`config.mk`:
```
export PLATFORM = sky130hd
export DESIGN_NAME = frame_copy_engine
export DESIGN_NICKNAME = d
export VERILOG_FILES = /design/src/rtl/fce_pkg.sv /design/src/rtl/fce_sequencer.sv /design/src/rtl/fce_bus_mux.sv /design/src/rtl/frame_copy_engine.sv
export SDC_FILE = /design/constraint.sdc
export NUM_CORES = 1
export LEC_CHECK = 0
export ABC_AREA = 0
export BUFFER_PORTS_ARGS = -buffer_cell sky130_fd_sc_hd__clkbuf_2
export CORE_MARGIN = 1.5
export CORE_UTILIZATION = 46
export DETAILED_ROUTE_END_ITERATION = 6
export PLACE_DENSITY = 0.81
export SLEW_MARGIN = 20
export SYNTH_ARGS = -nofsm -noshare
export SYNTH_HDL_FRONTEND = slang
export SYNTH_SLANG_ARGS = --single-unit
```
`constraint.sdc`:
```
create_clock -name clk -period 2.3 [get_ports clk]
set_input_delay 0.115 -clock clk [delete_from_list [all_inputs] [get_ports clk]]
set_output_delay 0.115 -clock clk [all_outputs]
set_load 0.02 [all_outputs]
```
`src/rtl/fce_pkg.sv`:
```
package fce_pkg;
  typedef enum logic {PH_READ = 1'b0, PH_WRITE = 1'b1} phase_e;
endpackage

```
`src/rtl/fce_sequencer.sv`:
```
module fce_sequencer
  import fce_pkg::*;
#(
  parameter int ADDR_W   = 16,
  parameter int NUM_RAMS = 4,
  parameter int SEL_W    = (NUM_RAMS > 1) ? $clog2(NUM_RAMS) : 1
) (
  input  logic                clk,
  input  logic                rst_n,
  input  logic                start,
  input  logic [SEL_W-1:0]    src_sel,
  input  logic [NUM_RAMS-1:0] dst_mask,
  output logic                busy,
  output logic                done,
  output logic [ADDR_W-1:0]   eng_addr,
  output logic [SEL_W-1:0]    eng_src,
  output logic [NUM_RAMS-1:0] eng_re,
  output logic [NUM_RAMS-1:0] eng_we
);
  localparam logic [ADDR_W-1:0] LAST_ADDR = '0;

  phase_e              phase;
  logic [ADDR_W-1:0]   cnt;
  logic [SEL_W-1:0]    src_q;
  logic [NUM_RAMS-1:0] mask_q;
  logic [NUM_RAMS-1:0] src_bit_in;
  logic [NUM_RAMS-1:0] src_bit_q;

  for (genvar g = 0; g < NUM_RAMS; g++) begin : g_dec
    assign src_bit_in[g] = (src_sel == SEL_W'(g));
    assign src_bit_q[g]  = (src_q == SEL_W'(g));
  end

  always_ff @(posedge clk) begin
    if (!rst_n) begin
      busy   <= 1'b0;
      done   <= 1'b0;
      phase  <= PH_READ;
      cnt    <= '0;
      src_q  <= '0;
      mask_q <= '0;
    end else begin
      done <= 1'b0;
      if (!busy) begin
        if (start) begin
          busy   <= 1'b1;
          phase  <= PH_READ;
          cnt    <= '1;
          src_q  <= src_sel;
          mask_q <= dst_mask & ~src_bit_in;
        end
      end else if (phase == PH_READ) begin
        phase <= PH_WRITE;
      end else begin
        phase <= PH_READ;
        if (cnt == LAST_ADDR) begin
          busy <= 1'b0;
          done <= 1'b1;
        end else begin
          cnt <= cnt - 1'b1;
        end
      end
    end
  end

  assign eng_addr = cnt;
  assign eng_src  = src_q;
  assign eng_re   = (busy && phase == PH_READ)  ? src_bit_q : '0;
  assign eng_we   = (busy && phase == PH_WRITE) ? mask_q    : '0;

  AST_START_LOAD: assert property (@(posedge clk) disable iff (!rst_n)
    (start && !busy) |=> (busy && eng_addr == '1 && eng_re != '0));
  AST_DONE_PULSE: assert property (@(posedge clk) disable iff (!rst_n)
    done |=> !done);
  AST_DONE_IDLE: assert property (@(posedge clk) disable iff (!rst_n)
    done |-> (!busy && $past(busy) && $past(eng_addr) == '0));
  AST_COUNT_DOWN: assert property (@(posedge clk) disable iff (!rst_n)
    (busy && $past(busy) && $past(eng_we) != '0 && eng_re != '0) |-> (eng_addr == $past(eng_addr) - 1'b1));
  AST_NO_SELF_WRITE: assert property (@(posedge clk) disable iff (!rst_n)
    busy |-> ((eng_we & src_bit_q) == '0));
  AST_SRC_HELD: assert property (@(posedge clk) disable iff (!rst_n)
    (busy && $past(busy)) |-> $stable(eng_src));
endmodule

```
`src/rtl/fce_bus_mux.sv`:
```
module fce_bus_mux #(
  parameter int ADDR_W   = 16,
  parameter int DATA_W   = 8,
  parameter int NUM_RAMS = 4,
  parameter int SEL_W    = (NUM_RAMS > 1) ? $clog2(NUM_RAMS) : 1
) (
  input  logic                       clk,
  input  logic                       rst_n,
  input  logic                       busy,
  input  logic [ADDR_W-1:0]          eng_addr,
  input  logic [SEL_W-1:0]           eng_src,
  input  logic [NUM_RAMS-1:0]        eng_re,
  input  logic [NUM_RAMS-1:0]        eng_we,
  input  logic [SEL_W-1:0]           cpu_sel,
  input  logic [ADDR_W-1:0]          cpu_addr,
  input  logic [DATA_W-1:0]          cpu_wdata,
  input  logic                       cpu_re,
  input  logic                       cpu_we,
  output logic                       cpu_ready,
  output logic [DATA_W-1:0]          cpu_rdata,
  output logic [ADDR_W-1:0]          ram_addr,
  output logic [DATA_W-1:0]          ram_wdata,
  output logic [NUM_RAMS-1:0]        ram_re,
  output logic [NUM_RAMS-1:0]        ram_we,
  input  logic [NUM_RAMS*DATA_W-1:0] ram_rdata
);
  logic [DATA_W-1:0]   rd_word [NUM_RAMS];
  logic [NUM_RAMS-1:0] cpu_bit;
  logic [SEL_W-1:0]    rd_sel_q;

  for (genvar g = 0; g < NUM_RAMS; g++) begin : g_lane
    assign rd_word[g] = ram_rdata[g*DATA_W +: DATA_W];
    assign cpu_bit[g] = (cpu_sel == SEL_W'(g));
  end

  always_ff @(posedge clk) begin
    if (!rst_n)                rd_sel_q <= '0;
    else if (cpu_re && !busy)  rd_sel_q <= cpu_sel;
  end

  always_comb begin
    if (busy) begin
      ram_addr  = eng_addr;
      ram_wdata = rd_word[eng_src];
      ram_re    = eng_re;
      ram_we    = eng_we;
    end else begin
      ram_addr  = cpu_addr;
      ram_wdata = cpu_wdata;
      ram_re    = cpu_re ? cpu_bit : '0;
      ram_we    = cpu_we ? cpu_bit : '0;
    end
  end

  assign cpu_ready = !busy;
  assign cpu_rdata = rd_word[rd_sel_q];

  AST_CPU_BLOCKED: assert property (@(posedge clk) disable iff (!rst_n)
    (busy && (cpu_we || cpu_re)) |-> (ram_we == eng_we && ram_re == eng_re));
  AST_RD_ONEHOT: assert property (@(posedge clk) disable iff (!rst_n)
    $onehot0(ram_re));
  AST_RD_WR_EXCL: assert property (@(posedge clk) disable iff (!rst_n)
    busy |-> !((|ram_re) && (|ram_we)));
endmodule

```
`src/rtl/frame_copy_engine.sv`:
```
module frame_copy_engine #(
  parameter int ADDR_W   = 16,
  parameter int DATA_W   = 8,
  parameter int NUM_RAMS = 4,
  parameter int SEL_W    = (NUM_RAMS > 1) ? $clog2(NUM_RAMS) : 1
) (
  input  logic                       clk,
  input  logic                       rst_n,
  input  logic                       start,
  input  logic [SEL_W-1:0]           src_sel,
  input  logic [NUM_RAMS-1:0]        dst_mask,
  output logic                       busy,
  output logic                       done,
  input  logic [SEL_W-1:0]           cpu_sel,
  input  logic [ADDR_W-1:0]          cpu_addr,
  input  logic [DATA_W-1:0]          cpu_wdata,
  input  logic                       cpu_re,
  input  logic                       cpu_we,
  output logic                       cpu_ready,
  output logic [DATA_W-1:0]          cpu_rdata,
  output logic [ADDR_W-1:0]          ram_addr,
  output logic [DATA_W-1:0]          ram_wdata,
  output logic [NUM_RAMS-1:0]        ram_re,
  output logic [NUM_RAMS-1:0]        ram_we,
  input  logic [NUM_RAMS*DATA_W-1:0] ram_rdata
);
  logic [ADDR_W-1:0]   eng_addr;
  logic [SEL_W-1:0]    eng_src;
  logic [NUM_RAMS-1:0] eng_re;
  logic [NUM_RAMS-1:0] eng_we;

  fce_sequencer #(.ADDR_W(ADDR_W), .NUM_RAMS(NUM_RAMS), .SEL_W(SEL_W)) u_seq (
    .clk(clk), .rst_n(rst_n), .start(start), .src_sel(src_sel),
    .dst_mask(dst_mask), .busy(busy), .done(done), .eng_addr(eng_addr),
    .eng_src(eng_src), .eng_re(eng_re), .eng_we(eng_we)
  );

  fce_bus_mux #(.ADDR_W(ADDR_W), .DATA_W(DATA_W), .NUM_RAMS(NUM_RAMS), .SEL_W(SEL_W)) u_mux (
    .clk(clk), .rst_n(rst_n), .busy(busy), .eng_addr(eng_addr),
    .eng_src(eng_src), .eng_re(eng_re), .eng_we(eng_we),
    .cpu_sel(cpu_sel), .cpu_addr(cpu_addr), .cpu_wdata(cpu_wdata),
    .cpu_re(cpu_re), .cpu_we(cpu_we), .cpu_ready(cpu_ready),
    .cpu_rdata(cpu_rdata), .ram_addr(ram_addr), .ram_wdata(ram_wdata),
    .ram_re(ram_re), .ram_we(ram_we), .ram_rdata(ram_rdata)
  );
endmodule

```
==> results of run 1 <==
[flip-flops by register name, summed over array words and instances, names as in the netlist]
register	cells
u_mux.rd_sel_q	2
u_seq.busy	1
u_seq.done	1
u_seq.eng_addr	16
u_seq.eng_src	2
u_seq.mask_q	4
u_seq.phase	1
[cell families after synthesis]
group	Yosys count	share of synthesized area (%)
adders and majority gates	1	0.575
and+or+nand+nor	86	25.6
DFF	27	24.8
buffers and inverters	24	4.77
muxes	41	29.4
AOI/OAI and AO/OA	45	14.8
[cell usage in the layout, fill, tap and decap left out, types with 2 or more instances in the layout]
master,synthesis,final
inv_1,6,6
nand4_2,2,2
a31oi_1,4,4
o21ai_0,6,6
a311oi_1,8,8
clkbuf_8,0,3
a21oi_1,9,9
nor2b_1,4,4
and4_1,3,3
o311a_1,3,3
nand3_1,12,12
mux4_2,16,16
a211oi_1,7,7
nand4_1,3,3
buf_4,0,5
nor2_1,10,10
nand2_1,14,14
nand3b_1,2,2
nor4_4,2,2
nand2b_1,4,4
and2_1,4,4
clkbuf_2,0,111
nor3_1,10,10
dfxtp_1,27,27
nor4_1,2,2
mux2_2,24,24
[critical path, cell delays in order, from the launching register on]
cell	delay (ns)
dfxtp_1	0.74
mux4_2	0.59
mux2_2	0.27
clkbuf_2	0.15
[power breakdown]
| part | internal, µW | switching, µW |
|---|---|---|
| combinational | 247 | 270 |
| sequential | 502 | 68.2 |
| clock | 128 | 162 |
| total | 876 | 500 |
[metrics by stage]
stage | instance area [µm²] | total power (µW) | utilization, % | cells
2_1_floorplan | 2180 | 919 | - | 224
3_3_place_gp | 2750 | 1090 | 62.0 | 374
3_5_place_dp | 2750 | 1100 | 62.0 | 374
4_1_cts | 2800 | 1390 | 63.1 | 378
5_1_grt | 2800 | 1460 | 63.1 | 378
6_report | 2800 | 1380 | 63.1 | 378
[layout make-up]
type	count	area [µm²]	area share (%)
multi-input combinational	173	1530	54.7
sequential	27	541	19.3
timing repair buffer	116	593	21.2
inverter	6	22.5	0.803
clock inverter	1	8.76	0.312
clock buffer	3	41.3	1.47
tap	52	65.1	2.32
[final timing paths]
kind | startpoint | to | slack, ns | depth (start not counted)
worst max-delay path | u_seq.eng_src[0] | ram_wdata[5] | 0.16 | 3
worst min-delay path | rst_n | u_seq.eng_addr[1] | 0.07 | 2
worst max register to register | u_seq.eng_addr[0] | u_seq.eng_addr[15] | 0.25 | 6
worst min register to register | u_seq.mask_q[1] | u_seq.mask_q[1] | 0.46 | 2
[metal layers]
layer | vias to the layer above | track usage, %
li1 | 1094 | -
met1 | 1034 | 26.1
met2 | 74 | 40.9
met3 | 6 | 2.95
met4 | 0 | 6.50
met5 | - | 0
==> results by group, run 1 <==
Layout
  – Antenna cells: 0
  – Synth-to-layout area growth: 28.8%
  – Fill count: 387
  – Layout cells sized above 1: 53.7%
  – Nets: 397

Logic synthesis
  – Synthesized area per cell: 9.72 µm²
  – Synth area leaders: dfxtp_1 25%, mux4_2 17%, mux2_2 12%
  – Post-Synthesis Cells: 224
  – Ys flop type: dfxtp_1
  – Syn Std Cell Area: 2180 µm²
  – Post-synth top area cell: dfxtp_1
  – Sequential area share after synthesis: 24.8%
  – Post-synthesis cell type count: 51
  – Synth warnings: 0
  – Post-synth top area share: between 20% and 30%
  – Top-count cell post-synth: dfxtp_1
  – Post-synth ARST share: 0%
  – Post-synthesis register bit count: 27
  – Post-synth EDFFs: 0
  – Post-synth top cells: 27 x dfxtp_1, 24 x mux2_2, 16 x mux4_2
  – Synthesized Nets: 294

Placed design
  – DP Worst Slack: 0.306 ns
  – Port Buffers: 111
  – Global placement routability congestion: 0.848
  – Final HPWL DP: 4610 µm

Die
  – Rows: 24
  – # IOs: 112
  – Core ar.: between 4000 and 5000 µm²
  – Die footprint: 5150 µm²
  – Die height: 71.8 µm
  – Initial Utilization: roughly half
  – Die width: roughly 72 µm

Drt
  – Vias per inst: 5.84
  – DR WL/cell: 15.5 µm
  – DR vias: 2208
  – First-pass detailed-route iteration total: 7
  – Final WL: 5880 µm
  – Met3 Wirelength: 391 µm
  – DRC errors left: 13
  – WL met1: roughly 2400 µm
  – Routed met2 length: 3030 µm
  – Post-route ant nets: 0
  – DR top layer: met4
  – Starting DRT DRC Count: 92

GRT
  – First-pass GRT wire length: 9140 µm
  – Remaining Overflow, GRT: 0
  – Vias in the first global route: around 2100
  – Initial antenna violation count: 0
  – Largest net degree at the start of global routing: 26
  – Gr usage total: 22.0%

STA
  – Final setup viols: 0
  – Slew Limit Fails: 0
  – Setup TNS: 0 ns
  – Setup slack after layout: roughly 0.16 ns
  – Slew headroom: 46.2%
  – Slew @ Worst Pin: 0.805 ns
  – Final Hold Viols: 0
  – Setup repair after global routing missed its margin: no
  – Worst Clk Skew: between 0.005 and 0.006 ns
  – Max Fclk: 467 MHz
  – Hold_ws: 0.0690 ns
  – Period utilization: 93.1%
  – Min Tclk post-route: 2.14 ns

CTS
  – Clk Latency, worst-skew pair: 0.28 ns
  – Post-CTS Hold Buffers: 0
  – # clock sinks: 27
  – CTS tree: yes
  – Clock H-tree levels: 1
  – Clock buffer count from CTS: 3
  – Clock transition at path regs: 0.10 ns
  – Clock Path Buffers: 2
  – Setup bufs post-CTS: 0
  – Cts repair resizes: 0
  – Root buf cell: clkbuf_8

Worst setup path
  – Critical path fanouts, max: 13
  – Critical Path End Type: output port
  – CP required: 2.18 ns
  – Crit path DAT: 2.03 ns
  – Crit Path Class: register to output port
  – CP startpoint kind: register

Run status
  – Failing checks: design-rule violations
  – Status: finished, violations left

Power
  – Power Density: 491 nW/µm²
  – Peak VDD IR: 258 µV
  – LEAKAGE: 0.00121 µW

Flow run
  – Max-Cap Viols: 0

Hold path
  – Hold WC Path Type: input pin to register
(Power assumes the default switching activity.)
==> run 2: changes to the inputs <==
Settings changed: GPL_TIMING_DRIVEN set to 0, PLACE_DENSITY 0.81 to unset, PLACE_DENSITY_LB_ADDON set to 0.15.
==> run 2 against run 1 <==
Against the previous run: the run still ends with design-rule violations left; cell area increased by 1.4%; count of clock-buffer cells in the layout is the same; largest cell class unchanged; global-route usage grew 0.23 points; clock skew grew 0.00071 ns; non-clock buffer count rose by 13; critical path type unchanged; final cell count increased by 3.4%; sequential share of layout area down 0.27 points.
==> results by group, run 2 (synthesis gave the netlist of run 1 again) <==
Run status
  – Status: finished, violations left
  – Failing checks: design-rule violations

Placed design
  – Port Buffers: 111 (unchanged)
  – Global placement routability congestion: 0.812 (-4.3%)
  – Final HPWL DP: 4610 µm (about the same)
  – Post-DP Area: 2800 µm² (+1.6%)

Die
  – Core ar.: 4440 µm² (unchanged)
  – Die footprint: 5150 µm² (unchanged)
  – Die width: 71.8 µm (unchanged)
  – Initial Utilization: 49.0% (unchanged)
  – Die height: 71.8 µm (unchanged)
  – # IOs: 112 (unchanged)
  – Rows: 24 (unchanged)

Worst setup path
  – Max stage delay on crit path: 0.49 ns (-0.25 ns)
  – CP required: 2.18 ns (about the same)
  – CP Cell Sequence: buf_2 -> buf_1 -> mux2_2 -> clkbuf_2
  – Crit path DAT: 2.00 ns (-0.03 ns)
  – Critical Path End Type: output port
  – CP startpoint kind: register
  – Critical path fanouts, max: 10 (-3)
  – Crit Path Class: register to output port
  – Worst path slowest cell: buf_1
  – Worst r2r path cells: 7 (+1)

STA
  – Max Fclk: 473 MHz (+1.2%)
  – Final Hold Viols: 0 (unchanged)
  – Period utilization: 92.0% (-1.1 points)
  – Hold_ws: 0.0772 ns (+0.00824 ns)
  – Worst Clk Skew: 0.00613 ns (+0.000711 ns)
  – Slew headroom: 60.9% (+15 points)
  – Final setup viols: 0 (unchanged)
  – Slew Limit Fails: 0 (unchanged)
  – Setup TNS: 0 ns (unchanged)
  – Min Tclk post-route: 2.12 ns (-0.0257 ns)
  – Setup repair after global routing missed its margin: no
  – Slew @ Worst Pin: 0.587 ns (-0.218 ns)

Drt
  – DRC errors left: 12 (-1)
  – Post-route ant nets: 0 (unchanged)
  – DR WL/cell: 14.5 µm (-6.6%)
  – DR vias: 2266 (+2.6%)
  – Starting DRT DRC Count: 106 (+15%)
  – First-pass detailed-route iteration total: 6 (-1)
  – Final WL: 5680 µm (-3.4%)
  – Vias per inst: 5.80 (-0.79%)

GRT
  – Gr usage total: 22.2% (+0.23 points)
  – Initial antenna violation count: 0 (unchanged)
  – Remaining Overflow, GRT: 0 (unchanged)
  – Vias in the first global route: 2060 (-3.4%)
  – Largest net degree at the start of global routing: 16 (-38%)
  – First-pass GRT wire length: 9270 µm (+1.4%)

CTS
  – Setup bufs post-CTS: 0 (unchanged)
  – # clock sinks: 27 (unchanged)
  – Clock H-tree levels: 1 (unchanged)
  – Clock Path Buffers: 2 (unchanged)
  – Post-CTS Hold Buffers: 0 (unchanged)
  – Root buf cell: clkbuf_8
  – Clock buffer count from CTS: 3 (unchanged)
  – Clk Latency, worst-skew pair: 0.27 ns (about the same)
  – Clock transition at path regs: 0.09 ns (about the same)
  – CTS tree: yes
  – Cts repair resizes: 0 (unchanged)

Power
  – Final total power: 1360 µW (-1.4%)
  – LEAKAGE: 0.00122 µW (+1.4%)
  – Power Density: 477 nW/µm² (-2.8%)
  – Peak VDD IR: 269 µV (+4.1%)

Layout
  – Commonest non-fill, non-tap cell in the layout: clkbuf_2
  – Antenna cells: 0 (unchanged)
  – Fill count: 404 (+4.4%)
  – Max FFs per register: 16 (unchanged)
  – Design area: 2840 µm² (+1.4%)
  – Layout cells sized above 1: 51.9% (-1.8 points)
  – Commonest non-fill, non-tap cells in the layout: 111 x clkbuf_2, 27 x dfxtp_1, 24 x mux2_2
  – Synth-to-layout area growth: 30.6%
  – Nets: 410 (+3.3%)

Hold path
  – Hold WC Path Type: input pin to register
  – Depth of the worst hold-timing path: 3 (+1)

Flow run
  – Max-Cap Viols: 0 (unchanged)
==> run 2: final timing paths <==
| kind | start | end | slack (ns) |
|---|---|---|---|
| min | dst_mask[1] | u_seq.mask_q[1] | 0.08 |
| max reg2reg | u_seq.eng_addr[0] | u_seq.eng_addr[5] | 0.33 |
| max | u_seq.busy | ram_addr[7] | 0.18 |
| min reg2reg | u_seq.mask_q[2] | u_seq.mask_q[2] | 0.46 |
==> run 2: metrics by stage <==
step / util [%] / std cells / setup slack (ns)
finish: 64.0 / 391 / 0.185
global route: 64.0 / 391 / 0.0347
CTS: 64.0 / 391 / 0.141
detailed placement: 63.0 / 387 / 0.370
global placement: 63.0 / 387 / 0.385
floorplan: - / 224 / 0.598
==> run 2: layout make-up <==
| cell class | count | area (µm²) | share of cell area [%] |
|---|---|---|---|
| multi-input cells | 173 | 1530 | 53.9 |
| repair buffers | 111 | 556 | 19.5 |
| flip-flops and latches | 27 | 541 | 19.0 |
| plain buffers | 18 | 81.3 | 2.86 |
| well taps | 52 | 65.1 | 2.29 |
| clock buffers | 3 | 41.3 | 1.45 |
| inverters | 6 | 22.5 | 0.792 |
| clock inverters | 1 | 5.00 | 0.176 |
==> run 2: routing by layer <==
| layer | vias to the layer above | global-route usage [%] | part of all wire, % | wire length (µm) |
|---|---|---|---|---|
| met5 | - | 0 | 0 | 0 |
| met2 | 79 | 38.4 | 48 | 2740 |
| li1 | 1120 | - | - | - |
| met4 | 0 | 5.45 | 0.70 | 40 |
| met1 | 1062 | 29.4 | 44 | 2520 |
| met3 | 5 | 2.95 | 6.6 | 375 |
==> run 2: where the power goes <==
part           switching, µW  internal [µW]  leakage, µW
Sequential              44.8            502     0.000223
Clock                    145            121    0.0000255
Combinational            295            249     0.000976
==> run 2: critical path: cells and delay by family (launching register included) <==
family                 cells  cell delay [ns]
flip-flops                 1             0.40
multiplexers               1             0.42
buffers and inverters      3             0.91
==> run 3: changes to the inputs <==
Settings changed: CELL_PAD_IN_SITES_DETAIL_PLACEMENT set to 0, CELL_PAD_IN_SITES_GLOBAL_PLACEMENT set to 1, CORE_UTILIZATION 46 to 33, PLACE_DENSITY_LB_ADDON 0.15 to 0.1.
==> run 3 against run 2 <==
Against the previous run: the flow now finishes without violations; maximum frequency shrank 0.66%; utilization fell by 19 points; critical path depth unchanged; critical path type unchanged; largest cell class unchanged.
==> results by group, run 3 (synthesis gave the netlist of run 1 again) <==
Die
  – Die footprint: 7090 µm² (+38%)
  – Initial Utilization: 34.3% (-15 points)
  – Core ar.: 6350 µm² (+43%)
  – Die height: 84.2 µm (+17%)
  – # IOs: 112 (unchanged)
  – Rows: 29 (+21%)
  – Die width: 84.2 µm (+17%)

GRT
  – Initial antenna violation count: 0 (unchanged)
  – Largest net degree at the start of global routing: 15 (-1)
  – Gr usage total: 18.4% (-3.8 points)
  – Remaining Overflow, GRT: 0 (unchanged)
  – Vias in the first global route: 2180 (+5.8%)
  – First-pass GRT wire length: 10800 µm (+17%)

CTS
  – Clock H-tree levels: 1 (unchanged)
  – Clock buffer count from CTS: 3 (unchanged)
  – Root buf cell: clkbuf_8
  – Clk Latency, worst-skew pair: 0.28 ns (about the same)
  – CTS tree: yes
  – Cts repair resizes: 0 (unchanged)
  – Setup bufs post-CTS: 0 (unchanged)
  – Clock transition at path regs: 0.10 ns (about the same)
  – Post-CTS Hold Buffers: 0 (unchanged)
  – # clock sinks: 27 (unchanged)
  – Clock Path Buffers: 2 (unchanged)

STA
  – Slew headroom: 60.5% (-0.41 points)
  – Setup repair after global routing missed its margin: no
  – Slew @ Worst Pin: 0.589 ns (+0.00155 ns)
  – Final setup viols: 0 (unchanged)
  – Period utilization: 92.6% (+0.61 points)
  – Final Hold Viols: 0 (unchanged)
  – Worst Clk Skew: 0.00170 ns (-0.00443 ns)
  – Slew Limit Fails: 0 (unchanged)
  – Setup TNS: 0 ns (unchanged)
  – Min Tclk post-route: 2.13 ns (+0.0141 ns)
  – Max Fclk: 470 MHz (-0.66%)

Flow run
  – Max-Cap Viols: 0 (unchanged)

Placed design
  – Global placement routability congestion: 0.811 (-0.17%)
  – Port Buffers: 111 (unchanged)
  – Final HPWL DP: 5070 µm (+9.8%)

Worst setup path
  – Critical path fanouts, max: 10 (unchanged)
  – CP startpoint kind: register
  – Reg2reg setup slack: 0.26 ns (-0.07 ns)
  – Critical Path End Type: output port
  – Crit path DAT: 2.01 ns (about the same)
  – CP required: 2.18 ns (about the same)
  – Crit Path Class: register to output port
  – CP Cell Sequence: buf_2 -> mux4_2 -> mux2_2 -> clkbuf_2
  – Worst path slowest cell: mux4_2
  – Max stage delay on crit path: 0.54 ns (+0.05 ns)

Drt
  – First-pass detailed-route iteration total: 4 (-2)
  – Vias per inst: 5.44 (-6.2%)
  – DRC errors left: 0 (-12)
  – DR vias: 2262 (-0.18%)
  – Final WL: 6480 µm (+14%)
  – Starting DRT DRC Count: 74 (-30%)
  – DR WL/cell: 15.6 µm (+7.2%)
  – Post-route ant nets: 0 (unchanged)

Power
  – Peak VDD IR: 280 µV (+4.4%)
  – Final total power: 1390 µW (+2.1%)
  – Power Density: 482 nW/µm² (+1.1%)
  – LEAKAGE: 0.00122 µW (-0.22%)

Layout
  – Commonest non-fill, non-tap cell in the layout: clkbuf_2
  – Layout cells sized above 1: 51.6% (-0.29 points)
  – Nets: 410 (unchanged)
  – Synth-to-layout area growth: 32.0%
  – Antenna cells: 0 (unchanged)
  – Commonest non-fill, non-tap cells in the layout: 111 x clkbuf_2, 27 x dfxtp_1, 24 x mux2_2
  – Max FFs per register: 16 (unchanged)

Hold path
  – Hold WC Path Type: input pin to register

Run status
  – Status: complete, no violations
-- run 3: cell types whose count changed in the layout (fill, tap and decap cells not counted), sizes merged --
cell,before,now
clkbuf,122,123
clkinv,1,0
-- run 3: metal layers --
metal | vias to the layer above | global-route usage [%] | part of all wire [%]
met2 | 65 | 30.5 | 47
li1 | 1125 | - | -
met5 | - | 0 | 0
met3 | 5 | 3.34 | 5.6
met4 | 0 | 2.24 | 0.42
met1 | 1067 | 25.7 | 47
-- run 3: worst paths after layout --
kind,start,to,cells after the start
worst max-delay path,u_seq.eng_src[0],ram_wdata[6],4
worst max register to register,u_seq.eng_addr[0],u_seq.eng_addr[5],7
worst min-delay path,dst_mask[3],u_seq.mask_q[3],3
worst min register to register,u_seq.mask_q[1],u_seq.mask_q[1],2
-- run 3: worst max-delay path, delay by kind of cell (launching register included) --
family / cells / cell delay (ns)
multiplexers: 2 / 0.82
buffers and inverters: 2 / 0.47
flip-flops: 1 / 0.44
-- run 3: power by group --
group	leakage, µW	internal [µW]	total [µW]	switching (µW)
combinational	0.000976	249	550	301
sequential	0.000223	502	546	44.6
clock	0.0000228	125	290	165
total	0.00122	875	1390	511
-- run 3: layout make-up --
class / count / area, µm²
fillers: 647 / 3480
multi-input cells: 173 / 1530
repair buffers: 111 / 556
flip-flops and latches: 27 / 541
well taps: 77 / 96.3
plain buffers: 18 / 81.3
clock buffers: 4 / 45.0
inverters: 6 / 22.5
-- run 3: through the flow --
| stage | instance area, µm² | instances | worst slack (ns) | hold slack, ns | utilization (%) |
|---|---|---|---|---|---|
| floorplan | 2180 | 224 | 0.598 | 0.246 | - |
| global placement | 2830 | 412 | 0.321 | 0.366 | 44.6 |
| detailed placement | 2830 | 412 | 0.339 | 0.365 | 44.6 |
| CTS | 2870 | 416 | 0.135 | 0.0537 | 45.3 |
| global route | 2870 | 416 | 0.0138 | 0.0656 | 45.3 |
| finish | 2870 | 416 | 0.171 | 0.0594 | 45.3 |
